### config.mk
export PLATFORM = sky130hd
export DESIGN_NAME = uart_bus_bridge
export DESIGN_NICKNAME = d
export VERILOG_FILES = /design/src/rtl/ubr_pkg.sv /design/src/rtl/ubr_tick.sv /design/src/rtl/ubr_tx.sv /design/src/rtl/ubr_rx.sv /design/src/rtl/ubr_ring.sv /design/src/rtl/uart_bus_bridge.sv
export SDC_FILE = /design/constraint.sdc
export NUM_CORES = 2
export LEC_CHECK = 0
export ABC_CLOCK_PERIOD_IN_PS = 5600
export BUFFER_PORTS_ARGS = -buffer_cell sky130_fd_sc_hd__buf_2
export CAP_MARGIN = 30
export CORE_UTILIZATION = 55
export DETAILED_ROUTE_END_ITERATION = 8
export GPL_TIMING_DRIVEN = 0
export PLACE_DENSITY = 0.71
export SYNTH_ARGS = -nofsm -noshare
export SYNTH_HDL_FRONTEND = slang
export SYNTH_SLANG_ARGS = --single-unit
### constraint.sdc
create_clock -name clk -period 5.6 [get_ports clk]
set_input_delay 1.12 -clock clk [delete_from_list [all_inputs] [get_ports clk]]
set_output_delay 1.12 -clock clk [all_outputs]
set_load 0.03 [all_outputs]
### src/rtl/ubr_pkg.sv
`timescale 1ns/1ps
package ubr_pkg;
    typedef enum logic [1:0] {TX_IDLE, TX_START, TX_DATA, TX_STOP} tx_state_e;
    typedef enum logic [1:0] {RX_IDLE, RX_START, RX_DATA, RX_STOP} rx_state_e;

    // ASCII digit for one nibble: 0-9 then upper-case A-F
    function automatic logic [7:0] hex_ascii(input logic [3:0] n);
        if (n < 4'd10) return 8'h30 + {4'h0, n};
        else           return 8'h37 + {4'h0, n};
    endfunction
endpackage

### src/rtl/ubr_tick.sv
`timescale 1ns/1ps
module ubr_tick #(
    parameter int DIV = 81
) (
    input  logic clk,
    input  logic rst_n,
    output logic tick
);
    localparam int DW = (DIV > 1) ? $clog2(DIV) : 1;
    localparam logic [DW-1:0] LAST = DW'(DIV - 1);

    logic [DW-1:0] cnt;

    always_ff @(posedge clk or negedge rst_n) begin
        if (!rst_n)          cnt <= '0;
        else if (cnt == LAST) cnt <= '0;
        else                 cnt <= cnt + 1'b1;
    end

    assign tick = (cnt == LAST);
endmodule

### src/rtl/ubr_tx.sv
`timescale 1ns/1ps
module ubr_tx
    import ubr_pkg::*;
(
    input  logic       clk,
    input  logic       rst_n,
    input  logic       tick,
    input  logic       wr_en,
    input  logic       wr_hex,
    input  logic [7:0] wr_data,
    input  logic       cts_block,
    output logic       hold_busy,
    output logic       txd
);
    tx_state_e   state, state_nx;
    logic        hold_valid, hold_hex;
    logic [7:0]  hold_data;
    logic        pend_valid;
    logic [7:0]  pend_char;
    logic [7:0]  shreg;
    logic [2:0]  bit_idx;
    logic [3:0]  tcnt;
    logic        load_pend, load_hold, bit_end;

    always_comb begin
        load_pend = (state == TX_IDLE) && pend_valid && !cts_block;
        load_hold = (state == TX_IDLE) && !pend_valid && hold_valid && !cts_block;
        bit_end   = tick && (tcnt == 4'hF);
        state_nx  = state;
        unique case (state)
            TX_IDLE:  if (load_pend || load_hold)        state_nx = TX_START;
            TX_START: if (bit_end)                       state_nx = TX_DATA;
            TX_DATA:  if (bit_end && bit_idx == 3'd7)    state_nx = TX_STOP;
            TX_STOP:  if (bit_end)                       state_nx = TX_IDLE;
            default:                                     state_nx = TX_IDLE;
        endcase
    end

    always_ff @(posedge clk or negedge rst_n) begin
        if (!rst_n) state <= TX_IDLE;
        else        state <= state_nx;
    end

    always_ff @(posedge clk or negedge rst_n) begin
        if (!rst_n) begin
            tcnt       <= '0;
            bit_idx    <= '0;
            shreg      <= '0;
            pend_valid <= 1'b0;
            pend_char  <= '0;
            hold_valid <= 1'b0;
            hold_hex   <= 1'b0;
            hold_data  <= '0;
        end else begin
            if (state == TX_IDLE) tcnt <= '0;
            else if (tick)        tcnt <= tcnt + 4'd1;

            if (state == TX_IDLE)                bit_idx <= '0;
            else if (state == TX_DATA && bit_end) bit_idx <= bit_idx + 3'd1;

            if (load_pend) begin
                shreg      <= pend_char;
                pend_valid <= 1'b0;
            end else if (load_hold) begin
                shreg      <= hold_hex ? hex_ascii(hold_data[7:4]) : hold_data;
                pend_valid <= hold_hex;
                pend_char  <= hex_ascii(hold_data[3:0]);
            end else if (state == TX_DATA && bit_end) begin
                shreg <= {1'b0, shreg[7:1]};
            end

            if (wr_en && (!hold_valid || load_hold)) begin
                hold_valid <= 1'b1;
                hold_hex   <= wr_hex;
                hold_data  <= wr_data;
            end else if (load_hold) begin
                hold_valid <= 1'b0;
            end
        end
    end

    always_comb begin
        unique case (state)
            TX_IDLE:  txd = 1'b1;
            TX_START: txd = 1'b0;
            TX_DATA:  txd = shreg[0];
            TX_STOP:  txd = 1'b1;
            default:  txd = 1'b1;
        endcase
    end

    assign hold_busy = hold_valid;


    cts_hold_chk: assert property (@(posedge clk) disable iff (!rst_n)
        (state == TX_IDLE && cts_block) |=> (state == TX_IDLE));


    hold_keep_chk: assert property (@(posedge clk) disable iff (!rst_n)
        (hold_valid && !load_hold) |=> hold_valid);
endmodule

### src/rtl/ubr_rx.sv
`timescale 1ns/1ps
module ubr_rx
    import ubr_pkg::*;
(
    input  logic       clk,
    input  logic       rst_n,
    input  logic       tick,
    input  logic       rxd_s,
    output logic       push,
    output logic [7:0] push_data
);
    rx_state_e  state, state_nx;
    logic [3:0] tcnt;
    logic [2:0] bit_idx;
    logic [7:0] shreg;
    logic       half_pt, full_pt;

    always_comb begin
        half_pt  = tick && (tcnt == 4'd7);
        full_pt  = tick && (tcnt == 4'hF);
        state_nx = state;
        unique case (state)
            RX_IDLE:  if (!rxd_s)                     state_nx = RX_START;
            RX_START: if (half_pt)                    state_nx = rxd_s ? RX_IDLE : RX_DATA;
            RX_DATA:  if (full_pt && bit_idx == 3'd7) state_nx = RX_STOP;
            RX_STOP:  if (full_pt)                    state_nx = RX_IDLE;
            default:                                  state_nx = RX_IDLE;
        endcase
    end

    always_ff @(posedge clk or negedge rst_n) begin
        if (!rst_n) state <= RX_IDLE;
        else        state <= state_nx;
    end

    always_ff @(posedge clk or negedge rst_n) begin
        if (!rst_n) begin
            tcnt    <= '0;
            bit_idx <= '0;
            shreg   <= '0;
        end else begin
            if (state == RX_IDLE || (state == RX_START && half_pt)) tcnt <= '0;
            else if (tick)                                         tcnt <= tcnt + 4'd1;

            if (state == RX_IDLE) bit_idx <= '0;
            else if (state == RX_DATA && full_pt) begin
                bit_idx <= bit_idx + 3'd1;
                shreg   <= {rxd_s, shreg[7:1]};
            end
        end
    end

    always_comb begin
        push      = (state == RX_STOP) && full_pt && rxd_s;
        push_data = shreg;
    end
endmodule

### src/rtl/ubr_ring.sv
`timescale 1ns/1ps
module ubr_ring #(
    parameter int DEPTH = 256,
    localparam int AW = $clog2(DEPTH),
    localparam int CW = AW + 1
) (
    input  logic          clk,
    input  logic          rst_n,
    input  logic          push,
    input  logic [7:0]    push_data,
    input  logic          pop,
    output logic [7:0]    head,
    output logic [CW-1:0] count,
    output logic          empty,
    output logic          full
);
    localparam logic [CW-1:0] FULL_CNT = CW'(DEPTH);

    logic [7:0]    mem [DEPTH];
    logic [AW-1:0] wp, rp;
    logic          do_push, do_pop;

    assign empty   = (count == '0);
    assign full    = (count == FULL_CNT);
    assign do_push = push && !full;
    assign do_pop  = pop && !empty;
    assign head    = mem[rp];

    always_ff @(posedge clk) begin
        if (do_push) mem[wp] <= push_data;
    end

    always_ff @(posedge clk or negedge rst_n) begin
        if (!rst_n) begin
            wp    <= '0;
            rp    <= '0;
            count <= '0;
        end else begin
            if (do_push) wp <= wp + 1'b1;
            if (do_pop)  rp <= rp + 1'b1;
            unique case ({do_push, do_pop})
                2'b10:   count <= count + 1'b1;
                2'b01:   count <= count - 1'b1;
                default: count <= count;
            endcase
        end
    end


    fill_chk: assert property (@(posedge clk) disable iff (!rst_n)
        (push && !pop && !full) |=> (count == $past(count) + CW'(1)));


    full_drop_chk: assert property (@(posedge clk) disable iff (!rst_n)
        (full && push && !pop) |=> (count == $past(count)));
endmodule

### src/rtl/uart_bus_bridge.sv
`timescale 1ns/1ps
module uart_bus_bridge
    import ubr_pkg::*;
#(
    parameter int CLK_HZ     = 50_000_000,
    parameter int BAUD       = 38400,
    parameter int DEPTH      = 256,
    parameter int RTS_MARGIN = 16
) (
    input  logic       clk,
    input  logic       rst_n,
    input  logic       bus_sel,
    input  logic       bus_wr,
    input  logic       bus_reg,
    input  logic [7:0] bus_wdata,
    output logic [7:0] bus_rdata,
    output logic       txd,
    input  logic       rxd,
    input  logic       cts_i,
    output logic       rts_o
);
    localparam int DIV = CLK_HZ / (BAUD * 16);
    localparam int AW  = $clog2(DEPTH);
    localparam int CW  = AW + 1;
    localparam logic [CW-1:0] FULL_CNT   = CW'(DEPTH);
    localparam logic [CW-1:0] MARGIN_CNT = CW'(RTS_MARGIN);

    logic          tick;
    logic [1:0]    rxd_sync, cts_sync;
    logic          cts_used, cts_block;
    logic          hold_busy;
    logic          push, pop, empty, full;
    logic [7:0]    push_data, head, status;
    logic [CW-1:0] count, free_cnt;

    ubr_tick #(.DIV(DIV)) i_tick (.clk(clk), .rst_n(rst_n), .tick(tick));

    always_ff @(posedge clk or negedge rst_n) begin
        if (!rst_n) begin
            rxd_sync <= 2'b11;
            cts_sync <= 2'b11;
        end else begin
            rxd_sync <= {rxd_sync[0], rxd};
            cts_sync <= {cts_sync[0], cts_i};
        end
    end

    // CTS presence decided while reset is held
    always_ff @(posedge clk) begin
        if (!rst_n) cts_used <= ~cts_i;
    end

    assign cts_block = cts_used & cts_sync[1];

    ubr_tx i_tx (
        .clk(clk), .rst_n(rst_n), .tick(tick),
        .wr_en(bus_sel & bus_wr), .wr_hex(bus_reg), .wr_data(bus_wdata),
        .cts_block(cts_block), .hold_busy(hold_busy), .txd(txd)
    );

    ubr_rx i_rx (
        .clk(clk), .rst_n(rst_n), .tick(tick), .rxd_s(rxd_sync[1]),
        .push(push), .push_data(push_data)
    );

    ubr_ring #(.DEPTH(DEPTH)) i_ring (
        .clk(clk), .rst_n(rst_n), .push(push), .push_data(push_data),
        .pop(pop), .head(head), .count(count), .empty(empty), .full(full)
    );

    assign status   = {6'b0, ~empty, ~hold_busy & ~cts_block};
    assign pop      = bus_sel & ~bus_wr & ~bus_reg & ~empty;
    assign free_cnt = FULL_CNT - count;

    always_comb begin
        if (bus_sel && !bus_wr)
            bus_rdata = bus_reg ? status : (empty ? 8'h00 : head);
        else
            bus_rdata = 8'h00;
    end

    always_ff @(posedge clk or negedge rst_n) begin
        if (!rst_n) rts_o <= 1'b1;
        else        rts_o <= (free_cnt > MARGIN_CNT);
    end


    rts_low_chk: assert property (@(posedge clk) disable iff (!rst_n)
        (free_cnt <= MARGIN_CNT) |=> !rts_o);


    rts_high_chk: assert property (@(posedge clk) disable iff (!rst_n)
        (free_cnt > MARGIN_CNT) |=> rts_o);

    // full flag only with a full count path
    full_state_chk: assert property (@(posedge clk) disable iff (!rst_n)
        full |-> !rts_o || (RTS_MARGIN < 0));
endmodule

After elaboration in Yosys (flattened, before gate mapping). Memory sizes are Yosys's and may differ from the RTL's. Index checks and enable logic that the tools add are counted.

Register bits after elaboration: 91. Bits in writable memories: 2048. Input bits: 15. Output and inout port bits: 10. Word-level logic and storage cells: 157. Memories: 1.

Add/sub/neg operators: 14. Order comparisons: 3. Equal/unequal tests: 23. Muxes and demuxes: 37. Bitwise logic cells: 14. Reduce and logical (&&, ||, !) cells: 44.

Memories: i_ring.mem (depth 256, bits a word 8, read ports 1, clocked after Yosys merged registers in 0, wr ports 1, line ubr_ring.sv:19) `logic [7:0] mem [DEPTH];`.

Operator list (number): two-way mux 8 bit (9); adder 6 x 4 -> 7 bit, first input constant (4); logical AND 1 bit (19); two-way mux 2 bit (9); case mux 9 bit (2 select lines) (1); adder 8 x 1 -> 8 bit, second input constant (2); two-way mux 4 bit (4); case mux 2 bit (4 select lines) (2); nonzero test 2 bit (7); two-way mux 3 bit (4); != test 2 x 1 -> 1 bit, second input constant (6); == test 2 bit, second input constant (5); adder 9 x 1 -> 9 bit, second input constant (1); == test 9 bit, second input constant (1); > comparator 9 x 5 -> 1 bit, second input constant (1); zero test 9 bit (1); subtractor 9 x 1 -> 9 bit, second input constant (1); subtractor 9 bit, first input constant (1); adder 4 x 1 -> 4 bit, second input constant (2); == test 4 bit, second input constant (2); less-than comparator 4 bit, second input constant (2); inverter 1 bit (8); AND reduction 4 bit (2); adder 7 x 1 -> 7 bit, second input constant (1); 16 further kinds (40).

Longest topological paths before layout.
Depth in word-level cells: 7. Gate-level depth with buffers: 20. Depth with buffers taken out: 17.

By module. Synthesis repeated with hierarchy kept, for this count alone.

Cell total of the unflattened synthesis: 4017. Area total of the unflattened synthesis: 83732.8 µm².

By module, submodules not included: ubr_ring (instances 1, cells each 3710, area an instance 80373.3 µm², seq. area each 62124.6 µm²); ubr_tx (instances 1, cells each 181, area an instance 1859.3 µm², seq. area each 875.8 µm²); ubr_rx (instances 1, cells each 69, area an instance 844.6 µm², seq. area each 425.4 µm²); ubr_tick (instances 1, cells each 29, area an instance 344.1 µm², seq. area each 175.2 µm²); uart_bus_bridge (instances 1, cells each 28, area an instance 311.5 µm², seq. area each 161.4 µm²).

Worst setup path before layout. Ideal clock, no wire load.

Path kind: flip-flop to flip-flop. Start: register i_rx.shreg[1] (netlist: i_rx.push_data[1]). End: memory i_ring.mem[0][1] (data pin). Library setup time: 805 ps. Data arrival time: 3191 ps. Required time: 4795 ps. Setup slack: 1604 ps. Cell stages (with the launch flop): 1. Path buffers: 0. Period minus slack after synthesis: 3996 ps. Cells stage by stage: dfrtp_1.

RTL lines: from (decl) (line ubr_rx.sv:15) `logic [7:0] shreg;`; from (signal assigned) (line ubr_rx.sv:48) `shreg <= {rxd_s, shreg[7:1]};`; to (decl) (line ubr_ring.sv:19).

No word-level cell before the write port.

Final worst setup path.
Start: register i_ring.rp[2]. End: output port bus_rdata[1].

Word-level cells in the longest chain between the ends: 4.

RTL lines: from (decl) (line ubr_ring.sv:20) `logic [AW-1:0] wp, rp;`; from (signal assigned) (line ubr_ring.sv:40) `if (do_pop) rp <= rp + 1'b1;`; memory (256 x 8 bit); two-way mux 8 bit (2 in series) (line uart_bus_bridge.sv:77) `bus_rdata = bus_reg ? status : (empty ? 8'h00 : head);`; two-way mux 8 bit (line uart_bus_bridge.sv:76) `if (bus_sel && !bus_wr)`; to (decl) (line uart_bus_bridge.sv:16) `output logic [7:0] bus_rdata,`.

Every way passes these cells.

==> qor.csv <==
stage;metric;value;unit
sta;final worst slack;-0.155;ns
clock_network;CTS max path bufs;3;
min_path;HP Class;in -> async;
setup_path;worst-path fanout max;10;
floorplanning;Initial Util;0.556;
clock_network;Num CTS Buffers;206;
sta;final period utilization;1.03;
setup_path;flop-to-flop setup slack;0.68;ns
setup_path;CP arrival;4.63;ns
sta;final max-slew violation count;0;
floorplanning;cell row count;142;
yosys;Synth Net Count;4082;
yosys;post-synthesis cell count;4043;
floorplanning;io pins;25;
setup_path;Crit path depth;9;
yosys;number of synthesized flops with an enable pin;2049;
run_status;status;complete, but fails checks;
cells_and_area;fraction of layout instances using a drive strength above 1;0.280;
clock_network;Root Driver;clkbuf_16;
setup_path;WP data required;4.48;ns
cells_and_area;Layout fillers;9847;
yosys;Cell variety after synth;68;
power_and_ir_drop;Cell Pwr Density;459;nW/um^2
yosys;cell taking the most area after synthesis;edfxtp_1;
sta;Layout Skew;0.0575;ns
placement;hpwl dp;187000;um
yosys;sequential fraction of the synthesis area;0.763;
power_and_ir_drop;Final Power;44.4;mW
grt;initial antenna violation count;11;
cells_and_area;Area Overhead vs Synth;15.8;%
routing;Total Routed Length;283000;um
routing;Via Count;46949;
floorplanning;Die ar.;153000;sq um
setup_path;slowest CP cell;buf_2;
yosys;share of the synthesized area in the top cell type;0.736;
sta;final hold viol count;0;
routing;Met3 Routed Length;46300;um
sta;Max transition margin;0.128;
grt;Congestion Overflow GR;0;
grt;first-pass GRT wire length;377000;um
setup_path;kind of critical path;reg -> out;
sta;post-layout min period;5.75;ns
cells_and_area;most frequent cells in the layout;edfxtp_1 (2049), mux4_2 (542), nor2_1 (333);
routing;met2 WL post-DR;121000;um
yosys;synth warn;0;
job;# Max-Cap Violations;0;
routing;initial DRC count;8201;
routing;DRC viols;0;
setup_path;crit end category;output pin;
power_and_ir_drop;worst IR drop on VDD;0.309;mV
setup_path;kind of cell adding the most delay to the critical path;buffers and inverters;
grt;largest net degree at the start of global routing;103;
setup_path;CP dominant cell by count;buf_2;
setup_path;Reg2Reg Depth;11;
clock_network;worst skew pair latency;0.89;ns
sta;setup TNS;-0.743;ns
cells_and_area;nets;4437;
sta;RSZ-0062 raised after global routing;true;
setup_path;Critical Path Start;i_ring.rp[2];
routing;vias per inst;7.12;
placement;placed insts;6160;
grt;vias in the first global route;44428;
yosys;synthesized area;83600;sq um
routing;ANT nets after route;0;
clock_network;CTS tree;yes;
cells_and_area;most common cell after layout, fill and taps aside;edfxtp_1;
placement;IO Port Bufs;24;
routing;drt pass-1 iters;6;
setup_path;kind of start point of the critical path;flop;
floorplanning;core area;150000;sq um
routing;top sig layer;met5;
yosys;syn avg cell area;20.7;sq um
routing;met1 wire length;94100;um
grt;Tot GR Track Use;0.374;
yosys;Top FF cell, synth;edfxtp_1;
yosys;Async SR Flop Fraction;0.0416;
run_status;failing checks;setup timing;
sta;Slew @ Worst Pin;1.31;ns
routing;WL/cell;42.9;um
placement;GPL Wtd Cong;1.06;
setup_path;worst-path cell chain;buf_4 -> inv_6 -> buf_2 -> mux2i_1 -> o2111ai_1 -> a41oi_1 -> or3_1 -> a21oi_4 -> buf_2;
sta;# setup viols final;8;
sta;Max Fclk;174;MHz
floorplanning;Die W;392;um
setup_path;Buf/Inv on CP;4;
yosys;Yosys reg bits;2138;
clock_network;number of H-tree levels;4;
setup_path;reg2reg end;i_ring.mem[175][6];
cells_and_area;final std cells w/o fill;6591;
clock_network;clock sink total;2138;
floorplanning;die height;392;um
power_and_ir_drop;Leakage;25.5;nW
yosys;largest cells by area after synthesis;edfxtp_1 (74%), mux4_2 (15%), dfrtp_1 (2.5%);
setup_path;critical path's largest stage delay;0.76;ns
setup_path;RR Startpoint;i_tick.cnt[0];
clock_network;Clock transition at path regs;0.07;ns
-- how the worst max path moves through the flow --
stage	to
2_1_floorplan	i_ring.mem[0][1]
3_3_place_gp	i_ring.mem[88][7]
3_5_place_dp	bus_rdata[1]
4_1_cts	bus_rdata[1]
5_1_grt	bus_rdata[6]
6_report	bus_rdata[1]
-- synthesized netlist by cell type (all sizes together) (5+ instances only) --
cell / instances
nand2: 137
and3: 5
o22ai: 18
mux2i: 46
nor3: 21
dfstp: 5
buf: 105
a22o: 9
nor2b: 17
a221oi: 11
nor2: 345
a22oi: 117
clkbuf: 135
o211ai: 7
nand3: 35
and2: 7
ha: 24
xnor2: 26
o31ai: 8
a31oi: 10
nor4: 13
nand4: 16
inv: 25
o21ai: 36
nand2b: 12
a21oi: 81
edfxtp: 2049
mux2: 24
xor2: 14
mux4: 542
dfrtp: 84
a211oi: 6
-- sequential cells by signal (all words and copies together), names as in the netlist, 2 cells and up, named ones only --
name and cells:
i_ring.mem 2048, i_ring.count 9, i_ring.rp 8, i_ring.wp 8, i_rx.push_data 8, i_tx.hold_data 8, i_tx.shreg 8, i_tick.cnt 7
i_tx.pend_char 7, i_rx.tcnt 4, i_tx.tcnt 4, i_rx.bit_idx 3, i_tx.bit_idx 3, cts_sync 2, i_tx.state 2, rxd_sync 2
-- cells by family (layout without fill, tap and decap cells) --
logic type	count (synthesis)	in the layout	share of synthesized area
multiplexers	612	612	0.155
XOR/XNOR	40	40	0.00419
other	0	6	0
AO/OA/AOI/OAI	340	340	0.0275
AND/OR/NAND/NOR	623	623	0.0326
flip-flops	2138	2138	0.763
adder cells (fa/ha/maj)	24	24	0.00359
buffers and inverters	266	792	0.0142
-- per-layer routing --
layer	up-vias	global-route usage
met5	-	0.0128
met4	6	0.235
met3	883	0.147
met2	4328	0.524
met1	24302	0.492
li1	17430	-
-- final cells by class --
| type | count | area [sq um] | share of cell area |
|---|---|---|---|
| inverter | 26 | 104 | 0.00107 |
| tap | 2016 | 2520 | 0.0261 |
| buffer | 236 | 2320 | 0.0240 |
| multi-input combinational | 1639 | 19100 | 0.198 |
| timing repair buffer | 151 | 2000 | 0.0207 |
| clock buffer | 250 | 5350 | 0.0553 |
| sequential | 2138 | 63800 | 0.660 |
| antenna | 6 | 15.0 | 0.000155 |
| clock inverter | 129 | 1480 | 0.0153 |
-- metrics by stage --
stage	setup WS (ns)	area, sq um	util	hold WS [ns]
after floorplan	1.60	83600	-	0.345
after global placement	-2.01	86200	0.573	0.348
after detailed placement	-0.813	87700	0.584	0.348
after CTS	-0.0252	96100	0.639	0.210
after global routing	-0.0379	96700	0.643	0.246
final	-0.155	96700	0.644	0.232
-- repair_timing --
action	4_1_cts	5_1_grt
hold buffers	0	0
hold endpoints to repair	0	0
pin swaps	7	7
buffers inserted	10	34
setup endpoints to repair	8	8
resized for setup	392	66
-- where the power goes --
part	leakage [nW]	switching [mW]	internal, mW
sequential	15.2	0.0791	17.3
combinational	6.98	8.72	4.10
clock	3.31	6.21	7.95
-- worst register-to-register path: stages, from the launching register on --
cell and delay, ns:
dfrtp_1 0.41, inv_1 0.07, ha_1 0.14, nand4bb_1 0.13
or4_1 0.42, buf_2 0.19, nor4b_4 0.46, and3_1 0.23
buf_2 0.15, nand2_1 0.60, clkbuf_2 0.75, nor2_1 1.02
Power figures use the tool's default switching activity.
